<file path="src/rtl/mlock_pkg.sv">
package mlock_pkg;
  typedef enum logic [1:0] {
    LK_FREE = 2'd0,
    LK_CH   = 2'd1,
    LK_CPU  = 2'd2
  } lk_state_t;

  localparam int          IDX_W   = 8;
  localparam int          CMD_W   = 32;
  localparam logic [3:0]  OP_EXT  = 4'hE;
  localparam logic [3:0]  SUB_ACQ = 4'h0;
  localparam logic [3:0]  SUB_REL = 4'h1;
endpackage

</file>
<file path="src/rtl/mlock_decode.sv">
module mlock_decode
  import mlock_pkg::*;
(
  input  logic             vld,
  input  logic [CMD_W-1:0] cmd,
  output logic             acq,
  output logic             rel,
  output logic [IDX_W-1:0] idx
);
  logic is_ext;

  always_comb begin
    is_ext = vld && (cmd[31:28] == OP_EXT);
    acq    = is_ext && (cmd[27:24] == SUB_ACQ);
    rel    = is_ext && (cmd[27:24] == SUB_REL);
    idx    = cmd[IDX_W-1:0];
  end
endmodule

</file>
<file path="src/rtl/mlock_pick.sv">
module mlock_pick #(
  parameter int N = 4
) (
  input  logic [N-1:0] req,
  output logic [N-1:0] gnt
);
  logic seen;

  always_comb begin
    seen = 1'b0;
    for (int i = 0; i < N; i++) begin
      gnt[i] = req[i] && !seen;
      seen   = seen || req[i];
    end
  end
endmodule

</file>
<file path="src/rtl/mlock_cell.sv">
module mlock_cell
  import mlock_pkg::*;
#(
  parameter int NREQ = 4,
  parameter int CH_W = 2
) (
  input  logic            clk,
  input  logic            rst,
  input  logic [NREQ-1:0] acq_vec,
  input  logic [NREQ-1:0] rel_vec,
  output logic [NREQ-1:0] grant_vec,
  output logic            rel_bad,
  output logic            ch_owns,
  output logic            cpu_owns,
  output logic [CH_W-1:0] owner
);
  lk_state_t       st;
  logic [CH_W-1:0] own;
  logic [NREQ-1:0] first;
  logic [NREQ-1:0] holder_vec;
  logic            rel_hit;
  logic [CH_W-1:0] win;

  mlock_pick #(.N(NREQ)) u_pick (.req(acq_vec), .gnt(first));

  genvar r;
  generate
    for (r = 0; r < NREQ; r++) begin : g_hold
      if (r == 0) begin : g_cpu
        assign holder_vec[r] = (st == LK_CPU);
      end else begin : g_ch
        assign holder_vec[r] = (st == LK_CH) && (own == CH_W'(r - 1));
      end
    end
  endgenerate

  always_comb begin
    grant_vec = (st == LK_FREE) ? first : '0;
    rel_hit   = |(rel_vec & holder_vec);
    rel_bad   = |(rel_vec & ~holder_vec);
    win       = '0;
    for (int k = NREQ - 1; k >= 1; k--) begin
      if (first[k]) win = CH_W'(k - 1);
    end
  end

  always_ff @(posedge clk) begin
    if (rst) begin
      st  <= LK_FREE;
      own <= '0;
    end else if (rel_hit) begin
      st  <= LK_FREE;
      own <= '0;
    end else if (|grant_vec) begin
      if (grant_vec[0]) begin
        st  <= LK_CPU;
        own <= '0;
      end else begin
        st  <= LK_CH;
        own <= win;
      end
    end
  end

  assign ch_owns  = (st == LK_CH);
  assign cpu_owns = (st == LK_CPU);
  assign owner    = own;
endmodule

</file>
<file path="src/rtl/mlock_unit.sv">
module mlock_unit
  import mlock_pkg::*;
#(
  parameter int NUM_LOCKS = 4,
  parameter int NUM_CH    = 3,
  parameter int CH_W      = (NUM_CH > 1) ? $clog2(NUM_CH) : 1
) (
  input  logic                      clk,
  input  logic                      rst,
  input  logic [NUM_CH-1:0]         ch_vld,
  input  logic [NUM_CH*32-1:0]      ch_cmd,
  output logic [NUM_CH-1:0]         ch_stall,
  input  logic                      cpu_acq,
  input  logic                      cpu_rel,
  input  logic [7:0]                cpu_idx,
  output logic                      cpu_stall,
  output logic [NUM_LOCKS-1:0]      st_ch_owns,
  output logic [NUM_LOCKS-1:0]      st_cpu_owns,
  output logic [NUM_LOCKS*CH_W-1:0] st_owner,
  output logic                      err_release,
  output logic                      err_index
);
  localparam int NREQ = NUM_CH + 1;

  logic [NREQ-1:0]  rq_acq, rq_rel, rq_ok, granted, stall;
  logic [IDX_W-1:0] rq_idx [NREQ];
  logic [NREQ-1:0]  gnt_l  [NUM_LOCKS];
  logic [NUM_LOCKS-1:0] bad_l;

  assign rq_acq[0] = cpu_acq;
  assign rq_rel[0] = cpu_rel;
  assign rq_idx[0] = cpu_idx;

  genvar c, l, r;
  generate
    for (c = 0; c < NUM_CH; c++) begin : g_dec
      mlock_decode u_dec (
        .vld (ch_vld[c]),
        .cmd (ch_cmd[c*CMD_W +: CMD_W]),
        .acq (rq_acq[c+1]),
        .rel (rq_rel[c+1]),
        .idx (rq_idx[c+1])
      );
    end

    for (r = 0; r < NREQ; r++) begin : g_ok
      assign rq_ok[r] = ({1'b0, rq_idx[r]} < (IDX_W+1)'(NUM_LOCKS));
    end

    for (l = 0; l < NUM_LOCKS; l++) begin : g_lock
      logic [NREQ-1:0] acq_v, rel_v;
      always_comb begin
        for (int k = 0; k < NREQ; k++) begin
          acq_v[k] = rq_acq[k] && rq_ok[k] && (rq_idx[k] == IDX_W'(l));
          rel_v[k] = rq_rel[k] && rq_ok[k] && (rq_idx[k] == IDX_W'(l));
        end
      end
      mlock_cell #(.NREQ(NREQ), .CH_W(CH_W)) u_cell (
        .clk       (clk),
        .rst       (rst),
        .acq_vec   (acq_v),
        .rel_vec   (rel_v),
        .grant_vec (gnt_l[l]),
        .rel_bad   (bad_l[l]),
        .ch_owns   (st_ch_owns[l]),
        .cpu_owns  (st_cpu_owns[l]),
        .owner     (st_owner[l*CH_W +: CH_W])
      );
    end
  endgenerate

  always_comb begin
    granted = '0;
    for (int k = 0; k < NUM_LOCKS; k++) granted = granted | gnt_l[k];
    stall = rq_acq & rq_ok & ~granted;
  end

  assign cpu_stall = stall[0];
  assign ch_stall  = stall[NREQ-1:1];

  always_ff @(posedge clk) begin
    if (rst) begin
      err_release <= 1'b0;
      err_index   <= 1'b0;
    end else begin
      err_release <= err_release | (|bad_l);
      err_index   <= err_index | (|((rq_acq | rq_rel) & ~rq_ok));
    end
  end
endmodule

</file>
<file path="config.mk">
export PLATFORM = sky130hd
export DESIGN_NAME = mlock_unit
export DESIGN_NICKNAME = d
export VERILOG_FILES = /design/src/rtl/mlock_pkg.sv /design/src/rtl/mlock_decode.sv /design/src/rtl/mlock_pick.sv /design/src/rtl/mlock_cell.sv /design/src/rtl/mlock_unit.sv
export SDC_FILE = /design/constraint.sdc
export NUM_CORES = 1
export LEC_CHECK = 0
export ABC_AREA = 1
export BUFFER_PORTS_ARGS = -buffer_cell sky130_fd_sc_hd__buf_2
export CORE_UTILIZATION = 48
export CTS_BUF_LIST = sky130_fd_sc_hd__clkbuf_8 sky130_fd_sc_hd__clkbuf_16
export DETAILED_ROUTE_END_ITERATION = 16
export PLACE_DENSITY = 0.88
export SYNTH_ARGS = -nofsm -noshare
export SYNTH_HDL_FRONTEND = slang
export SYNTH_SLANG_ARGS = --single-unit
</file>
<file path="constraint.sdc">
create_clock -name clk -period 4.88 [get_ports clk]
set_clock_uncertainty 0.2 [all_clocks]
set_input_delay 0.976 -clock clk [delete_from_list [all_inputs] [get_ports clk]]
set_output_delay 0.976 -clock clk [all_outputs]
set_load 0.005 [all_outputs]
</file>
==> results by group <==
Timing
  • Total Neg Setup Slack: 0 ps
  • Total of endpoints with negative setup slack in the final report: 0
  • Unrepaired setup endpoints after global routing: no
  • Max frequency: 0.282 GHz
  • Minimum clock period: 3540 ps
  • Final Hold Viols: 0
  • Total count of max-transition violations in the final report: 0
  • Final critical-path share of the clock period: 0.726
  • Transition time at the pin with the least slew margin: 544 ps
  • Slew headroom: 0.635

Route
  • Number of DRC markers after the initial detailed-route iteration: 180
  • Routed Antenna Nets: 0
  • Vias: 2770
  • Via/cell ratio: 5.35
  • DRC violation count after routing: 0
  • Avg WL per Cell: 12.6 um
  • Pre-antenna DRT Iters: 7
  • Routed wire length: 6.55 mm

Synth
  • Total nets after synthesis: 497
  • Sequential fraction of the synthesis area: 0.165
  • Yosys warning total: 0
  • Area share of the largest cell type after synthesis: 0.167
  • Synth Instances: 386
  • Mean instance size in the synthesized netlist: 5.66 um2
  • Top cell type by total area after synthesis: nand3_1
  • Top cells by area in the synthesized netlist: nand3_1, dfxtp_1, nand2_1
  • Post-synthesis instance area: 0.00218 mm2
  • Number of distinct library cell variants in the gate-level netlist after synthesis: 28
  • Synth Register Bits: 18

GRT
  • Pin count of the biggest net entering global routing: 11
  • Number of global-route vias before repair: 2511
  • Global router's overall resource usage: 0.268
  • Antenna violations before repair: 0
  • Global-route wire length before repair: 10.6 mm
  • Overflow after GRT: 0

Clock network
  • Buffers from clock root to sink, at most: 2
  • CTS tree: built
  • Clk sinks: 18
  • H-tree levels: 1
  • Hold buffers post-CTS: 0
  • Count of buffers added by post-CTS timing repair for setup: 0
  • Gates resized, CTS repair: 0
  • Clock-pin slew on the worst setup and hold paths: 80 ps
  • Clock root buffer master: clkbuf_8
  • Clock latency on the worst-skew pair: 260 ps
  • Number of clock buffers inserted by TritonCTS: 3

Placed design
  • PortBufs: 84
  • Final HPWL from detailed placement: 5.57 mm
  • Final weighted congestion in routability-driven placement: 0.908

Floorplan
  • Width of the die: 69.4 um
  • Core Box Area: 0.00435 mm2
  • Die Y-Extent: 69.4 um
  • Ports: 133
  • Cell row count: 24
  • Starting density of the core: 0.501
  • Die area: 0.00482 mm2

Setup path
  • Crit Reg-Reg Startpoint: g_lock[3].u_cell.st[1]
  • Cell type group with the largest total delay on the critical path: simple AND/OR/NAND/NOR gates
  • Kind of end point of the critical path: output pin
  • Worst setup path startpoint: ch_cmd[5]
  • Data arrival, critical path: 2370 ps
  • Cell depth of the worst setup path: 11
  • Critical path class: in2out
  • Worst Path Max Fanout: 4
  • Cell chain of the critical path: buf_2 > nor2_2 > nand3_2 > nor2_1 > nand2_1 > nand2_2 > nor2_1 > nand3_1 > nand3_1 > nor2_1 > buf_2
  • Number of cell instances on the worst register-to-register path: 7
  • Crit path max-delay cell type: nor2_1
  • Largest stage delay on the critical path: 300 ps
  • Critical path data required time: 3700 ps
  • Startpoint class of the critical path: input pin
  • Buffers & Inverters on Critical Path: 2
  • Crit-path most repeated cell: nor2_1
  • Minimum setup slack among reg-to-reg paths: 3140 ps

Layout
  • Count of nets after finishing: 578
  • Share of post-route cells with drive strength above 1: 0.290
  • Area used by multi-input combinational logic: 0.00151 mm2
  • Most frequent standard cell in the layout excluding fill and tap cells: buf_2
  • Area occupied by registers: 360 um2
  • Final antenna diode count: 0
  • Fillers: 422
  • Leading cell types in the layout, fill and taps excluded: buf_2, nand3_1, nand2_1, inv_1, nor2_1
  • Area added between synthesis and finish: 22.0%

Worst hold path
  • Class of the tightest hold or removal check: reg2reg
  • Worst hold stages: 2
  • Hold wc startpoint: g_lock[0].u_cell.st[1]

Power
  • Internal power summed over all cells: 0.000249 W
  • Sw power: 0.0000940 W
  • Post-layout total power: 0.000343 W
  • Worst VDD drop: 91.2 uV
  • Sequential fraction of design power: 0.432
  • Clock share of power: 0.364
  • Share of power burned in combinational logic: 0.204
  • Net switching fraction of the power: 0.274
  • Pleak: 1.26 nW
  • Pwr per Cell Area: 129 mW/mm2

Run
  • Max-cap violations: 0

Run status
  • Status: complete, no violations
-- area by class of cell --
class	instances	share of cell area
tap	52	0.0244
timing repair buffer	84	0.158
sequential	18	0.135
clock buffer	4	0.0207
multi-input combinational	292	0.566
inverter	68	0.0958
-- power groups by stage --
stage,Clock (W),Combinational [W],Sequential (W)
6_report,0.000125,0.0000702,0.000148
5_1_grt,0.000139,0.0000777,0.000148
4_1_cts,0.000127,0.0000698,0.000148
3_5_place_dp,0,0.0000696,0.000152
3_3_place_gp,0,0.0000666,0.000152
2_1_floorplan,0,0.0000323,0.000152
-- routing by layer --
| metal | routed length [um] | vias to the layer above | GRT usage |
|---|---|---|---|
| met4 | 105 | 0 | 0.0726 |
| met1 | 2790 | 1224 | 0.328 |
| li1 | - | 1404 | - |
| met5 | 0 | - | 0 |
| met2 | 3140 | 131 | 0.482 |
| met3 | 511 | 11 | 0.0407 |
-- metrics by stage --
| step | util | cells | hold slack (ps) | area, um2 | setup WS (ps) |
|---|---|---|---|---|---|
| after CTS | 0.612 | 518 | 300 | 2660 | 1370 |
| after global placement | 0.599 | 514 | 278 | 2610 | 1400 |
| after global routing | 0.612 | 518 | 338 | 2660 | 1170 |
| after detailed placement | 0.599 | 514 | 286 | 2610 | 1380 |
| final | 0.612 | 518 | 296 | 2660 | 1340 |
| after floorplan | - | 386 | 260 | 2180 | 1810 |
-- flip-flops by register name, indices dropped and copies added, names as in the netlist --
register and flops:
err_index 1, err_release 1, g_lock.u_cell.st 8, g_lock.u_cell.owner 8
-- worst register-to-register path: stages, from the launching register on --
cell	delay, ps
dfxtp_1	400
inv_1	100
nor2_1	150
inv_1	100
nor4_1	350
nor2_1	120
nand2_1	130
a21oi_1	80
-- synth_stat cells --
library cell	instances
a21oi_1	13
a21oi_2	2
a31oi_1	1
and3_4	1
buf_4	8
clkinv_1	1
dfxtp_1	18
inv_1	62
inv_2	5
nand2_1	65
nand2_2	4
nand3_1	73
nand3_2	3
nand3_4	2
nand3b_1	5
nand4_1	11
nand4_4	1
nor2_1	61
nor2_2	17
nor2_4	10
nor3_1	6
nor3_2	1
nor4_1	4
o21ai_0	6
o21ai_1	2
o22ai_1	2
or2_1	1
or2_4	1
-- final timing paths --
path,endpoint
setup / recovery,ch_stall[2]
hold / removal,g_lock[0].u_cell.st[1]
setup reg to reg,g_lock[3].u_cell.owner[1]
hold reg to reg,g_lock[0].u_cell.st[1]
-- logic make-up (layout without fill, tap and decap cells) --
logic type | after synthesis | count (layout) | synth area share
AND/OR/NAND/NOR | 266 | 266 | 0.626
AO/OA/AOI/OAI | 26 | 26 | 0.0648
flip-flops | 18 | 18 | 0.165
buffers and inverters | 76 | 156 | 0.144
Power figures use the tool's default switching activity.
